===== config.mk =====
export PLATFORM = sky130hd
export DESIGN_NAME = stereo_gain_router
export DESIGN_NICKNAME = d
export VERILOG_FILES = /design/src/rtl/sgr_pkg.sv /design/src/rtl/sgr_gain_ctl.sv /design/src/rtl/sgr_zero_run.sv /design/src/rtl/sgr_mix_path.sv /design/src/rtl/stereo_gain_router.sv
export SDC_FILE = /design/constraint.sdc
export NUM_CORES = 1
export LEC_CHECK = 0
export BUFFER_PORTS_ARGS = -buffer_cell sky130_fd_sc_hd__buf_2
export CORE_ASPECT_RATIO = 1.2
export CORE_MARGIN = 2
export CORE_UTILIZATION = 40
export CTS_BUF_LIST = sky130_fd_sc_hd__clkbuf_8
export DETAILED_ROUTE_END_ITERATION = 16
export PLACE_DENSITY = 0.6
export REMOVE_ABC_BUFFERS = 1
export SYNTH_ARGS = -nofsm -noshare
export SYNTH_HDL_FRONTEND = slang
export SYNTH_SLANG_ARGS = --single-unit

===== constraint.sdc =====
create_clock -name clk -period 18.1 [get_ports clk]
set_input_delay 0.905 -clock clk [delete_from_list [all_inputs] [get_ports clk]]
set_output_delay 0.905 -clock clk [all_outputs]
set_load 0.02 [all_outputs]

===== src/rtl/sgr_pkg.sv =====
package sgr_pkg;
  typedef enum logic [1:0] {
    SRC_SILENT = 2'b00,
    SRC_RIGHT  = 2'b01,
    SRC_LEFT   = 2'b10,
    SRC_BLEND  = 2'b11
  } route_src_e;
endpackage


===== src/rtl/sgr_gain_ctl.sv =====
module sgr_gain_ctl #(
  parameter int CODE_W = 8
) (
  input  logic              clk,
  input  logic              rst_n,
  input  logic [CODE_W-1:0] code_l,
  input  logic              load_l,
  input  logic [CODE_W-1:0] code_r,
  input  logic              load_r,
  input  logic              shared,
  input  logic              mute_req,
  input  logic              step,
  output logic [CODE_W:0]   eff_l,
  output logic [CODE_W:0]   eff_r,
  output logic [CODE_W-1:0] app_l,
  output logic [CODE_W-1:0] app_r,
  output logic [CODE_W:0]   ramp
);
  localparam int GAIN_W = CODE_W + 1;
  localparam logic [GAIN_W-1:0] FULL = GAIN_W'(1) << CODE_W;

  // code to linear gain numerator: all-ones code maps to exact unity
  function automatic logic [GAIN_W-1:0] code_to_y(input logic [CODE_W-1:0] c);
    return (&c) ? FULL : {1'b0, c};
  endfunction

  // soft-mute ramp applied on top of the code gain
  function automatic logic [GAIN_W-1:0] blend(input logic [GAIN_W-1:0] y,
                                              input logic [GAIN_W-1:0] r);
    logic [2*GAIN_W-1:0] p;
    p = y * r;
    return p[CODE_W +: GAIN_W];
  endfunction

  always_ff @(posedge clk) begin
    if (!rst_n) begin
      app_l <= '1;
      app_r <= '1;
      ramp  <= FULL;
    end else begin
      if (load_l) app_l <= code_l;
      if (load_r) app_r <= code_r;
      if (step) begin
        if (mute_req) ramp <= (ramp == '0) ? '0 : ramp - 1'b1;
        else          ramp <= (ramp == FULL) ? FULL : ramp + 1'b1;
      end
    end
  end

  always_comb begin
    eff_l = blend(code_to_y(app_l), ramp);
    eff_r = blend(code_to_y(shared ? app_l : app_r), ramp);
  end
endmodule


===== src/rtl/sgr_zero_run.sv =====
module sgr_zero_run #(
  parameter int DATA_W   = 18,
  parameter int ZERO_RUN = 65536
) (
  input  logic              clk,
  input  logic              rst_n,
  input  logic              smp_valid,
  input  logic [DATA_W-1:0] smp_left,
  input  logic [DATA_W-1:0] smp_right,
  input  logic              bit_tick,
  output logic              run_full
);
  localparam int CNT_W = $clog2(ZERO_RUN + 1);
  localparam logic [CNT_W-1:0] LIMIT = CNT_W'(ZERO_RUN);

  logic [CNT_W-1:0] run_cnt;
  logic             seen_nonzero;

  assign seen_nonzero = smp_valid & ((|smp_left) | (|smp_right));

  always_ff @(posedge clk) begin
    if (!rst_n)                          run_cnt <= '0;
    else if (seen_nonzero)               run_cnt <= '0;
    else if (bit_tick && run_cnt != LIMIT) run_cnt <= run_cnt + 1'b1;
  end

  assign run_full = (run_cnt == LIMIT);
endmodule


===== src/rtl/sgr_mix_path.sv =====
module sgr_mix_path
  import sgr_pkg::*;
#(
  parameter int DATA_W = 18,
  parameter int CODE_W = 8
) (
  input  logic                     clk,
  input  logic                     rst_n,
  input  logic                     smp_valid,
  input  logic signed [DATA_W-1:0] smp_left,
  input  logic signed [DATA_W-1:0] smp_right,
  input  logic [CODE_W:0]          eff_l,
  input  logic [CODE_W:0]          eff_r,
  input  logic [3:0]               route_sel,
  output logic signed [DATA_W-1:0] q_left,
  output logic signed [DATA_W-1:0] q_right,
  output logic                     q_valid
);
  localparam int GAIN_W = CODE_W + 1;
  localparam int PROD_W = DATA_W + GAIN_W + 1;

  // floor(s * g / 2^CODE_W)
  function automatic logic signed [DATA_W-1:0] scale(input logic signed [DATA_W-1:0] s,
                                                     input logic [GAIN_W-1:0] g);
    logic signed [PROD_W-1:0] p;
    p = s * $signed({1'b0, g});
    return p[CODE_W +: DATA_W];
  endfunction

  // floor((a + b) / 2) with one guard bit
  function automatic logic signed [DATA_W-1:0] halve_sum(input logic signed [DATA_W-1:0] a,
                                                         input logic signed [DATA_W-1:0] b);
    logic signed [DATA_W:0] s;
    s = {a[DATA_W-1], a} + {b[DATA_W-1], b};
    return s[DATA_W:1];
  endfunction

  logic signed [DATA_W-1:0] sc   [2];
  logic signed [DATA_W-1:0] pick [2];
  logic signed [DATA_W-1:0] avg;
  logic [GAIN_W-1:0]        gain [2];
  logic signed [DATA_W-1:0] din  [2];

  assign gain[0] = eff_l;
  assign gain[1] = eff_r;
  assign din[0]  = smp_left;
  assign din[1]  = smp_right;
  assign avg     = halve_sum(sc[0], sc[1]);

  // channel 0 = left output (route_sel[3:2]), channel 1 = right output (route_sel[1:0])
  for (genvar ch = 0; ch < 2; ch++) begin : g_chan
    route_src_e src;
    assign src    = route_src_e'(route_sel[2*(1-ch) +: 2]);
    assign sc[ch] = scale(din[ch], gain[ch]);
    always_comb begin
      unique case (src)
        SRC_SILENT: pick[ch] = '0;
        SRC_RIGHT:  pick[ch] = sc[1];
        SRC_LEFT:   pick[ch] = sc[0];
        default:    pick[ch] = avg;
      endcase
    end
  end

  always_ff @(posedge clk) begin
    if (!rst_n) begin
      q_left  <= '0;
      q_right <= '0;
      q_valid <= 1'b0;
    end else begin
      q_valid <= smp_valid;
      if (smp_valid) begin
        q_left  <= pick[0];
        q_right <= pick[1];
      end
    end
  end
endmodule


===== src/rtl/stereo_gain_router.sv =====
module stereo_gain_router #(
  parameter int DATA_W   = 18,
  parameter int CODE_W   = 8,
  parameter int ZERO_RUN = 65536
) (
  input  logic                     clk,
  input  logic                     rst_n,
  input  logic                     smp_valid,
  input  logic signed [DATA_W-1:0] smp_left,
  input  logic signed [DATA_W-1:0] smp_right,
  input  logic                     bit_tick,
  input  logic [CODE_W-1:0]        gain_l_code,
  input  logic                     gain_l_load,
  input  logic [CODE_W-1:0]        gain_r_code,
  input  logic                     gain_r_load,
  input  logic                     gain_shared,
  input  logic [3:0]               route_sel,
  input  logic                     mute_req,
  input  logic                     out_disable,
  input  logic                     zdet_en,
  output logic                     out_valid,
  output logic signed [DATA_W-1:0] out_left,
  output logic signed [DATA_W-1:0] out_right,
  output logic                     zero_flag_n
);
  logic [CODE_W:0]          eff_l, eff_r, ramp;
  logic [CODE_W-1:0]        app_l, app_r;
  logic                     run_full, zero_hit, force_zero;
  logic signed [DATA_W-1:0] q_left, q_right;

  sgr_gain_ctl #(.CODE_W(CODE_W)) u_gain (
    .clk(clk), .rst_n(rst_n),
    .code_l(gain_l_code), .load_l(gain_l_load),
    .code_r(gain_r_code), .load_r(gain_r_load),
    .shared(gain_shared), .mute_req(mute_req), .step(smp_valid),
    .eff_l(eff_l), .eff_r(eff_r), .app_l(app_l), .app_r(app_r), .ramp(ramp)
  );

  sgr_zero_run #(.DATA_W(DATA_W), .ZERO_RUN(ZERO_RUN)) u_zero (
    .clk(clk), .rst_n(rst_n), .smp_valid(smp_valid),
    .smp_left(smp_left), .smp_right(smp_right),
    .bit_tick(bit_tick), .run_full(run_full)
  );

  sgr_mix_path #(.DATA_W(DATA_W), .CODE_W(CODE_W)) u_path (
    .clk(clk), .rst_n(rst_n), .smp_valid(smp_valid),
    .smp_left(smp_left), .smp_right(smp_right),
    .eff_l(eff_l), .eff_r(eff_r), .route_sel(route_sel),
    .q_left(q_left), .q_right(q_right), .q_valid(out_valid)
  );

  assign zero_hit    = zdet_en & run_full;
  assign force_zero  = out_disable | zero_hit;
  assign out_left    = force_zero ? '0 : q_left;
  assign out_right   = force_zero ? '0 : q_right;
  assign zero_flag_n = ~zero_hit;
endmodule


== Word-level counts from Yosys, hierarchy flattened ==
Index checks and enable logic that the tools add are counted.

* Add/subtract/negate cells: 4
* Multiply operators: 4
* Equal/unequal tests: 7
* Multiplexer cells: 10
* Bitwise operators: 6
* Reductions and logical operators: 9

{| class="wikitable"
|+ Operators by type and width
! cell !! count
|-
| case mux 18 bit (3 select lines) || 2
|-
| multiplier 18 x 10 -> 26 bit || 2
|-
| two-way mux 9 bit || 5
|-
| two-way mux 18 bit || 2
|-
| OR reduction 18 bit || 2
|-
| multiplier 9 x 9 -> 17 bit || 2
|-
| adder 18 x 18 -> 19 bit || 1
|-
| adder 17 x 1 -> 17 bit, second input constant || 1
|-
| == test 17 bit, second input constant || 1
|-
| != test 17 bit, second input constant || 1
|-
| AND reduction 8 bit || 2
|-
| adder 9 x 1 -> 9 bit, second input constant || 1
|-
| == test 9 bit, second input constant || 1
|-
| zero test 9 bit || 1
|-
| subtractor 9 x 1 -> 9 bit, second input constant || 1
|-
| two-way mux 8 bit || 1
|-
| == test 2 x 1 -> 1 bit, second input constant || 2
|-
| == test 2 bit, second input constant || 2
|-
| zero test 2 bit || 2
|-
| AND 1 bit || 2
|-
| inverter 1 bit || 2
|-
| OR 1 bit || 2
|-
| OR reduction 2 bit || 1
|-
| logical AND 1 bit || 1
|}

* Bits in registers: 79
* Input bits: 66
* Output and inout bits: 38
* Word-level logic and storage cells: 47

== Longest topological paths before layout ==
Gate-level depths: netlist of the first run.

* Depth in word-level cells: 7
* Mapped depth: 57
* Depth with buffers taken out: 55

== Modules after synthesis ==
From an unflattened synthesis of the first run, not the netlist that was laid out.

* Cell total of the unflattened synthesis: 2,538
* Area, all modules: 21,400.5 um^2

{| class="wikitable"
|+ Modules (own cells, without submodules)
! module !! instances !! cells an instance !! area an instance (um^2) !! sequential area each (um^2)
|-
| sgr_mix_path || 1 || 1,634 || 13,878.3 || 740.7
|-
| sgr_gain_ctl || 1 || 756 || 6,327.3 || 500.5
|-
| sgr_zero_run || 1 || 107 || 915.9 || 340.3
|-
| stereo_gain_router || 1 || 41 || 279.0 || 0.0
|}

== Worst setup path after synthesis of the first run ==
Ideal clock, no wire load.

* Path kind: input to register
* From: input gain_shared
* To: register u_path.q_right[16]
* Setup time: 0.135 ns
* Data arrival time: 12.808 ns
* Required time: 17.965 ns
* Path slack: 5.157 ns
* Stages on the path: 53
* Path buffers: 4
* Path through: buf_6 > mux2i_1 > clkbuf_1 > clkbuf_1 > nand2_1 > fa_1 > inv_1 > fa_1 > fa_1 > inv_1 > fa_1 > inv_1 > ha_1 > a21oi_1 > nand2_1 > and2_1 > o21a_1 > nor2_1 > [17 not listed] > a31oi_1 > nand2_1 > a21o_1 > a21o_1 > a21oi_1 > xnor2_1 > ha_1 > a21o_1 > a21o_1 > a21oi_1 > o21ai_0 > a21oi_1 > o31ai_1 > o2111a_1 > or4b_4 > a41oi_4 > mux2i_1 > o311ai_1

* Longest elaborated chain between the ends: 7

{| class="wikitable"
|+ RTL lines
! what !! line !! source
|-
| start, declared || stereo_gain_router.sv:16 || <nowiki>input logic gain_shared,</nowiki>
|-
| two-way mux 8 bit (*) || sgr_gain_ctl.sv:52 || <nowiki>eff_r = blend(code_to_y(shared ? app_l : app_r), ramp);</nowiki>
|-
| AND reduction 8 bit || sgr_gain_ctl.sv:24 || <nowiki>return (&c) ? FULL : {1'b0, c};</nowiki>
|-
| two-way mux 9 bit (*) || sgr_gain_ctl.sv:24 ||
|-
| multiplier 9 x 9 -> 17 bit (*) || sgr_gain_ctl.sv:31 || <nowiki>p = y * r;</nowiki>
|-
| multiplier 18 x 10 -> 26 bit (*) || sgr_mix_path.sv:26 || <nowiki>p = s * $signed({1'b0, g});</nowiki>
|-
| adder 18 x 18 -> 19 bit || sgr_mix_path.sv:34 || <nowiki>s = {a[DATA_W-1], a} + {b[DATA_W-1], b};</nowiki>
|-
| case mux 18 bit (3 select lines) (*) || sgr_mix_path.sv:56 || <nowiki>unique case (src)</nowiki>
|-
| end signal, assigned || sgr_mix_path.sv:74 || <nowiki>q_right <= pick[1];</nowiki>
|-
| end, declared || sgr_mix_path.sv:16 || <nowiki>output logic signed [DATA_W-1:0] q_right,</nowiki>
|}

Every way passes the cells marked *; elsewhere a longest branch is shown, timed or not.
A chain may end at the register's enable or synchronous reset.

== Worst setup path in the final report of the first run ==
* From: register u_gain.app_l[6]
* To: register u_path.q_left[15]

* Longest elaborated chain between the ends: 7
* Elaborated cells between the ends (all ways): 11
* Those cells by class: add/sub: 1; mul: 4; mux: 4; reduce/logical: 2

{| class="wikitable"
|+ RTL lines
! what !! line !! source
|-
| start, declared || sgr_gain_ctl.sv:15 || <nowiki>output logic [CODE_W-1:0] app_l,</nowiki>
|-
| start signal, assigned || sgr_gain_ctl.sv:41 || <nowiki>if (load_l) app_l <= code_l;</nowiki>
|-
| two-way mux 8 bit || sgr_gain_ctl.sv:52 ||
|-
| AND reduction 8 bit || sgr_gain_ctl.sv:24 ||
|-
| two-way mux 9 bit || sgr_gain_ctl.sv:24 ||
|-
| multiplier 9 x 9 -> 17 bit || sgr_gain_ctl.sv:31 ||
|-
| multiplier 18 x 10 -> 26 bit || sgr_mix_path.sv:26 ||
|-
| adder 18 x 18 -> 19 bit || sgr_mix_path.sv:34 ||
|-
| case mux 18 bit (3 select lines) (*) || sgr_mix_path.sv:56 ||
|-
| end signal, assigned || sgr_mix_path.sv:73 || <nowiki>q_left <= pick[0];</nowiki>
|-
| end, declared || sgr_mix_path.sv:15 || <nowiki>output logic signed [DATA_W-1:0] q_left,</nowiki>
|}

Marks and branches as above.

==> results_dict.tcl, run 1 <==
set metrics [dict create \
    status "finished clean" \
    core-area_um2 53410 \
    cts.clk_slew.worst_paths_ns 0.10 \
    cts_max_path_buffers 2 \
    dieArea_um2 55730 \
    cts-root-buf "clkbuf_8" \
    yosysMostFrequentCell "inv_1" \
    endpoint_kind "flop" \
    cts_hold_buf 0 \
    max_slew_margin 0.2865 \
    first_pass_iters 5 \
    crit_type "reg2reg" \
    synth_edf_count 0 \
    post-cts-setup-buffer-count 0 \
    synth_area_um2 21540 \
    cp.required_ns 18.36 \
    layout.nets 3212 \
    syn_to_final_growth_pct 6.070 \
    overflow 0 \
    crit_path_frequent_cell "fa_1" \
    detailed_place_hpwl_um 44510 \
    grt_max_degree 73 \
    grt_pass1_wl_um 94180 \
    tightest_slew_ns 1.066 \
    avgSynthCellArea_um2 8.301 \
    ys_seq_area_frac 0.07342 \
    hold_violations 0 \
    synth_cell_types 82 \
    viasPerCell 5.254 \
    seqCellArea_um2 1582 \
    yosys_warnings 0 \
    timing.final.crit_share 0.7937 \
    async_flop_share 0 \
    setup_violations 0 \
    track_usage 0.2057 \
    tns_ns 0 \
    synthTopCellsByCount "461 x inv_1, 353 x fa_1, 284 x nand2_1, 250 x and2_1, 192 x ha_1" \
    synth_seq_cells 79 \
    multiInputGateArea_um2 17710 \
    clk_latency_ns 0.41 \
    wl_per_cell_um 16.50 \
    routabilityCongestion 0.8681 \
    synth_area_leader_cell "fa_1" \
    first_iter_violations 817 \
    synth_top_area_frac 0.3281 \
    vias 17438 \
    synth_area_leaders "fa_1 33%, ha_1 11%, inv_1 8.0%" \
    syn-instance-count 2595 \
    fmax_ghz 0.06961 \
    ctsResizeCount 0 \
    worstPathArrival_ns 14.63 \
    grt_pass1_vias 18826 \
    fp-row-count 93 \
    cts_tree "done" \
    start_util 0.4033 \
    min_path_type "reg2reg" \
    clock_skew_ns 0.01419 \
    max_stage_delay_ns 0.84 \
    boundaryPins 104 \
    nFillCells 5374 \
    cp_max_fo 72 \
    ant_nets 0 \
    fp.dieH_um 258.2 \
    cts_sinks 79 \
    final_layout_size_suffix_gt1_frac 0.06715 \
    cts_buffers 9 \
    maxSlewViolCount 0 \
    crit_slowest_cell "or2_2" \
    die_w_um 215.8 \
    antenna_found_initial 1 \
    io_buffer_count 103 \
    cts_max_level 3 \
    rsz0062_at_grt "no" \
    drc 0 \
    cap_viol_max_count 0 \
    startpoint_type "flop" \
    ys.flop_type "dfxtp_1" \
    period_minus_slack_ns 14.37 \
    drt-total-wl_um 54780 \
]
placed cells by master (no fill, tap or decap), types with 68 or more instances in the layout:
master,synthesis,routed
a21oi_1,70,68
and2_1,250,250
buf_2,0,103
dfxtp_1,79,79
fa_1,353,353
ha_1,192,192
inv_1,461,461
nand2_1,284,284
nor2_1,100,100
o21ai_0,74,74
cell type report:
type                    instances  area share
diodes                          1   0.0001095
clock inverters                 6    0.002957
inverters                     464     0.07623
well taps                     712     0.03899
clock buffers                  10    0.006024
flip-flops and latches         79     0.06922
multi-input cells            1917      0.7750
repair buffers                130     0.03143
cells by family (layout without fill, tap and decap cells):
kind of cell,after synthesis,in the layout,share of synthesized area
AOI/OAI and AO/OA,339,339,0.1074
xor gates and xnor gates,100,100,0.04258
adders and majority gates,546,546,0.4401
buffers and inverters,599,610,0.1052
DFF,79,79,0.07342
muxes,41,41,0.01928
other,0,1,0
and+or+nand+nor,891,891,0.2121
path summary, 6_finish.rpt:
kind                          from  slack (ns)  cells past startpoint                end
setup / recovery   u_gain.app_l[6]        3.73                     57  u_path.q_left[15]
setup reg to reg   u_gain.app_l[6]        3.73                     57  u_path.q_left[15]
hold reg to reg   u_path.q_left[3]        0.49                      2   u_path.q_left[3]
hold / removal    u_path.q_left[3]        0.49                      2   u_path.q_left[3]
registers in the layout, summed over array words and instances, names as in the netlist:
name	flops
u_path.q_left	18
u_path.q_right	18
u_zero.run_cnt	17
u_gain.ramp	9
u_gain.app_l	8
u_gain.app_r	8
u_path.q_valid	1
critical path, delay by kind of cell, from the launching register on:
family	cells	cell delay [ns]
multiplexers	2	0.35
flip-flops	1	0.46
AND/OR/NAND/NOR	13	3.08
adder cells (fa/ha/maj)	12	5.44
buffers and inverters	9	0.80
XOR/XNOR	2	0.27
AO/OA/AOI/OAI	19	3.79
metal layers:
metal  track usage  share of wire
met4       0.07107          0.030
met1        0.2613           0.44
met3       0.01585          0.035
met5             0              0
met2        0.3679           0.50
through the flow:
stage,setup WS (ns),instances,hold slack (ns),util,area (um^2)
6_report,3.734,3319,0.4922,0.4278,22850
5_1_grt,2.724,3319,0.5210,0.4278,22850
4_1_cts,3.868,3318,0.4935,0.4277,22840
3_5_place_dp,3.865,3302,0.4764,0.4238,22640
3_3_place_gp,4.246,3302,0.4732,0.4238,22640
2_1_floorplan,4.453,2460,0.4536,-,21020
Power of run 1 is not shown: default switching activity piles up to over one toggle a cycle in this logic, so the estimate is an artifact.
==> run 2, diff against run 1 <==
--- a/config.mk
+++ b/config.mk
@@ -5,6 +5,7 @@
 export SDC_FILE = /design/constraint.sdc
 export NUM_CORES = 1
 export LEC_CHECK = 0
+export ABC_AREA = 1
 export BUFFER_PORTS_ARGS = -buffer_cell sky130_fd_sc_hd__buf_2
 export CORE_ASPECT_RATIO = 1.2
 export CORE_MARGIN = 2
==> constraint.sdc (replaced) <==
create_clock -name clk -period 13.6 [get_ports clk]
set_input_delay 0.68 -clock clk [delete_from_list [all_inputs] [get_ports clk]]
set_output_delay 0.68 -clock clk [all_outputs]
set_load 0.02 [all_outputs]
==> run 2 against run 1 <==
Critical path depth up 5. Count of clock-buffer cells in the layout increased by 1. Wire length rose by 8.4%. First-iteration DRC count is 50% higher. Global-route usage is 1.5 points higher. Hold slack worse by 0.030 ns. Synthesized area fell by 0.28%. Synthesized cell count rose by 15%. Clock skew is 0.0023 ns higher. Core utilization up 0.16 points. Worst setup slack got worse by 2.7 ns. Non-clock buffer count is 18 lower. Critical path type unchanged.
==> results_dict.tcl, run 2 <==
set metrics [dict create \
    status "finished clean" \
    routabilityCongestion 0.9154 \
    final_area_um2 22930 \
    cts_hold_buf 0 \
    hold_violations 0 \
    fp-row-count 93 \
    crit_type "reg2reg" \
    antenna_found_initial 1 \
    cp.required_ns 13.94 \
    tns_ns 0 \
    boundaryPins 104 \
    cts.clk_slew.worst_paths_ns 0.10 \
    cap_viol_max_count 0 \
    ctsResizeCount 0 \
    first_pass_iters 6 \
    synth_area_leader_cell "fa_1" \
    antennaDiodeCount 0 \
    timing.final.crit_share 0.9223 \
    grt_pass1_wl_um 97860 \
    die_w_um 215.5 \
    ant_nets 0 \
    viasPerCell 5.019 \
    fp.dieH_um 257.8 \
    crit_slowest_cell "fa_1" \
    async_flop_share 0 \
    synth_area_um2 21480 \
    grt_max_degree 37 \
    drc 0 \
    cts_tree "done" \
    critical-path-top-delay-family "adder cells" \
    worstPathArrival_ns 12.88 \
    clk_latency_ns 0.40 \
    yosys_warnings 0 \
    tightest_slew_ns 1.081 \
    startpoint_type "flop" \
    cts_sinks 79 \
    clock_skew_ns 0.01652 \
    cp_max_fo 12 \
    ys_seq_area_frac 0.07363 \
    synth_compound_area_frac 0.08243 \
    crit_buf_inv 8 \
    setup_violations 0 \
    period_minus_slack_ns 12.54 \
    fmax_ghz 0.07972 \
    place_area_um2 22700 \
    maxSlewViolCount 0 \
    rsz0062_at_grt "no" \
    synth_area_leaders "fa_1 33%, inv_1 12%, ha_1 11%" \
    syn-instance-count 2981 \
    cts_buffers 9 \
    dieArea_um2 55580 \
    synth_edf_count 0 \
    synth_seq_cells 79 \
    drt-total-wl_um 59360 \
    synthAdderAreaFrac 0.4408 \
    max_slew_margin 0.2770 \
    endpoint_kind "flop" \
    synth_mux_area_frac 0 \
    r2r_slack_ns 1.06 \
    core-area_um2 53410 \
    final_layout_size_suffix_gt1_frac 0.06498 \
    synth_xor_area_frac 0.03332 \
    cts-root-buf "clkbuf_8" \
    cts_max_path_buffers 2 \
    wl_per_cell_um 15.79 \
    grt_pass1_vias 19057 \
    start_util 0.4022 \
    min_path_type "reg2reg" \
    synth-simple-area-share 0.2339 \
    synth_top_family_by_area "adder cells" \
    track_usage 0.2204 \
    syn_to_final_growth_pct 6.775 \
    synth_cell_types 56 \
    layout_commonest_cell "inv_1" \
    overflow 0 \
    synthTopCellsByCount "699 x inv_1, 588 x nand2_1, 383 x nor2_1, 353 x fa_1, 192 x ha_1" \
    layout.nets 3653 \
    synth_top_area_frac 0.3290 \
    ys.flop_type "dfxtp_1" \
    yosysMostFrequentCell "inv_1" \
    max_stage_delay_ns 0.57 \
    first_iter_violations 1225 \
    crit_path_frequent_cell "nand2_1" \
    cts_max_level 3 \
    final_cell_mix "700 x inv_1, 587 x nand2_1, 383 x nor2_1" \
    detailed_place_hpwl_um 50190 \
    post-cts-setup-buffer-count 0 \
    reg_top3 "u_path.q_left: 18 flops, u_path.q_right: 18 flops, u_zero.run_cnt: 17 flops" \
    io_buffer_count 103 \
    vias 18868 \
    avgSynthCellArea_um2 7.205 \
]
run 2: cell count changes in the layout (fill, tap and decap cells not counted), sizes merged, moves of 53 or more:
cell / change
inv: +241
nor2: +291
nand2: +336
and3: -53
and2: -249
a21oi: +54
run 2: layout make-up:
| class | instances | area (um^2) |
|---|---|---|
| well taps | 712 | 890.9 |
| inverters | 708 | 2665 |
| flip-flops and latches | 79 | 1582 |
| clock inverters | 5 | 80.08 |
| repair buffers | 112 | 583.1 |
| fillers | 5599 | 30480 |
| clock buffers | 11 | 151.4 |
| multi-input cells | 2132 | 16980 |
run 2: layer usage:
metal,share of wire,GRT usage
met5,0,0
met4,0.042,0.08755
met3,0.052,0.02438
met2,0.46,0.3625
met1,0.45,0.2979
run 2: worst paths after layout:
path,startpoint,to,cells after the start
worst max register to register,u_gain.app_l[1],u_path.q_left[17],62
worst min-delay path,u_path.q_left[5],u_path.q_left[5],2
worst min register to register,u_path.q_left[5],u_path.q_left[5],2
worst max-delay path,u_gain.app_l[1],u_path.q_left[17],62
run 2: worst reg2reg max path: cells and delay by family (launching register included):
family	cells	cell delay, ns
XOR/XNOR	2	0.71
AND/OR/NAND/NOR	31	3.45
flip-flops	1	0.36
buffers and inverters	8	1.01
AO/OA/AOI/OAI	9	1.59
adder cells (fa/ha/maj)	12	5.39
run 2: kinds of logic (layout without fill, tap and decap cells):
group | count (synthesis) | count (layout)
flip-flops | 79 | 79
buffers and inverters | 770 | 836
AND/OR/NAND/NOR | 1199 | 1199
adder cells (fa/ha/maj) | 545 | 545
AO/OA/AOI/OAI | 311 | 311
XOR/XNOR | 77 | 77
run 2: through the flow:
stage / utilization / std cells / hold WS [ns] / setup WS [ns]
finish: 0.4294 / 3759 / 0.4619 / 1.057
global route: 0.4294 / 3759 / 0.4953 / 0.03452
CTS: 0.4294 / 3759 / 0.4625 / 1.078
detailed placement: 0.4251 / 3743 / 0.4482 / 1.084
global placement: 0.4251 / 3743 / 0.4411 / 1.370
floorplan: - / 2919 / 0.4258 / 2.345
Power of run 2 is left out for the same reason.
==> run 3, diff against run 2 <==
--- a/config.mk
+++ b/config.mk
@@ -8,9 +8,9 @@
 export ABC_AREA = 1
 export BUFFER_PORTS_ARGS = -buffer_cell sky130_fd_sc_hd__buf_2
 export CORE_ASPECT_RATIO = 1.2
-export CORE_MARGIN = 2
 export CORE_UTILIZATION = 40
 export CTS_BUF_LIST = sky130_fd_sc_hd__clkbuf_8
+export CTS_CLUSTER_SIZE = 8
 export DETAILED_ROUTE_END_ITERATION = 16
 export PLACE_DENSITY = 0.6
 export REMOVE_ABC_BUFFERS = 1
==> run 3 against run 2 <==
Final area increased by 0.18%. Flip-flop and latch count unchanged. Critical path depth increased by 2. Non-clock buffer count increased by 6.
==> results_dict.tcl, run 3 (synthesis results as in run 2) <==
set metrics [dict create \
    status "finished clean" \
    rsz0062_at_grt "no" \
    overflow 0 \
    setup_violations 0 \
    drt-total-wl_um 59800 \
    hold_depth 2 \
    boundaryPins 104 \
    cts_max_level 3 \
    place_area_um2 22710 \
    drc 0 \
    min_path_type "reg2reg" \
    holdPathEnd "u_path.q_left[5]" \
    grt_max_degree 37 \
    top_usage_layer "met2" \
    grt_pass1_wl_um 98950 \
    crit_slowest_cell "fa_1" \
    final_layout_size_suffix_gt1_frac 0.06813 \
    first_iter_violations 1246 \
    reg_top3 "u_path.q_left: 18 flops, u_path.q_right: 18 flops, u_zero.run_cnt: 17 flops" \
    clock_skew_ns 0.01910 \
    track_usage 0.2295 \
    cp_max_fo 12 \
    crit_path_frequent_cell "nand2_1" \
    detailed_place_hpwl_um 50600 \
    layout_commonest_cell "inv_1" \
    clk_latency_ns 0.39 \
    grt_pass1_vias 19434 \
    cap_viol_max_count 0 \
    grt_util_met1 0.3105 \
    fp.dieH_um 255.8 \
    r2r_slack_ns 0.95 \
    utilization 0.4349 \
    dieArea_um2 54630 \
    hp-start "u_path.q_left[5]" \
    reg2reg_depth 64 \
    hold_violations 0 \
    cts_tree "done" \
    timing.final.crit_share 0.9302 \
    cts_sinks 79 \
    fmax_ghz 0.07905 \
    tightest_slew_ns 1.122 \
    ant_nets 0 \
    layout.nets 3659 \
    tns_ns 0 \
    antenna_found_initial 4 \
    max_stage_delay_ns 0.57 \
    cp.required_ns 13.90 \
    worstPathArrival_ns 12.95 \
    start_util 0.4065 \
    period_minus_slack_ns 12.65 \
    cts-root-buf "clkbuf_8" \
    maxSlewViolCount 0 \
    die_w_um 213.5 \
    cts.clk_slew.worst_paths_ns 0.09 \
    vias 18888 \
    viasPerCell 5.025 \
    io_buffer_count 103 \
    wl_per_cell_um 15.91 \
    max_slew_margin 0.2495 \
    first_pass_iters 5 \
    final_cell_mix "698 x inv_1, 588 x nand2_1, 381 x nor2_1" \
    use_met2 0.3784 \
    syn_to_final_growth_pct 6.967 \
    crit_type "reg2reg" \
    endpoint_kind "flop" \
    fp-row-count 92 \
    worstReg2RegStart "u_gain.app_l[6]" \
    cts_max_path_buffers 2 \
    r2r_end "u_path.q_left[17]" \
    final_area_um2 22980 \
    startpoint_type "flop" \
    grt_util_met3 0.02675 \
    core-area_um2 52840 \
    cts_buffers 9 \
    routabilityCongestion 0.9245 \
]
==> run 3: changes by cell type in the layout (fill, tap and decap cells not counted), moves of 2 or more <==
cell      delta
inv_1        -2
buf_4        +6
nor2_2       +2
clkinv_2     +2
nor2_1       -2
==> run 3: layout make-up <==
cell class              count  area, um^2
clock buffers              12       165.2
inverters                 708        2669
well taps                 705       882.1
multi-input cells        2132       17000
flip-flops and latches     79        1582
diodes                      1       2.502
repair buffers            118       628.1
clock inverters             4       43.79
fillers                  5547       29860
==> run 3: through the flow <==
| step | setup slack [ns] | hold slack (ns) | std cells |
|---|---|---|---|
| 3_5_place_dp | 0.6129 | 0.4415 | 3738 |
| 4_1_cts | 0.5536 | 0.4578 | 3754 |
| 2_1_floorplan | 2.345 | 0.4258 | 2919 |
| 3_3_place_gp | 0.6616 | 0.4444 | 3738 |
| 5_1_grt | 0.04425 | 0.4777 | 3758 |
| 6_report | 0.9494 | 0.4546 | 3759 |
==> run 3: what timing repair did <==
item                                    4_1_cts  5_1_grt
buffers inserted                              0        4
hold buffers                                  0        0
gates resized for setup                       0        6
endpoints found under the setup margin        0       12
==> run 3: worst max-delay path by stage <==
stage | from | endpoint | slack [ns] | cells past startpoint
floorplan | u_gain.app_l[1] | u_path.q_left[17] | 2.35 | 64
global placement | gain_shared | u_path.q_left[17] | 0.66 | 67
detailed placement | gain_shared | u_path.q_left[17] | 0.61 | 66
CTS | u_gain.app_l[3] | u_path.q_left[17] | 0.55 | 64
global route | u_gain.app_l[5] | u_path.q_left[17] | 0.04 | 64
finish | u_gain.app_l[6] | u_path.q_left[17] | 0.95 | 64
==> run 3: critical path: cells and delay by family, from the launching register on <==
family                     cells  cell delay, ns
DFF                            1            0.32
and+or+nand+nor               30            3.29
xor gates and xnor gates       2            0.60
buffers and inverters         10            1.02
AOI/OAI and AO/OA             10            1.97
adders and majority gates     12            5.39
==> run 3: layer usage <==
layer,vias up,share of wire,wire [um]
li1,9160,-,-
met1,9066,0.43,26010
met2,555,0.47,27890
met3,101,0.064,3816
met4,6,0.034,2047
met5,-,0.00064,38
Power of run 3 is left out for the same reason.
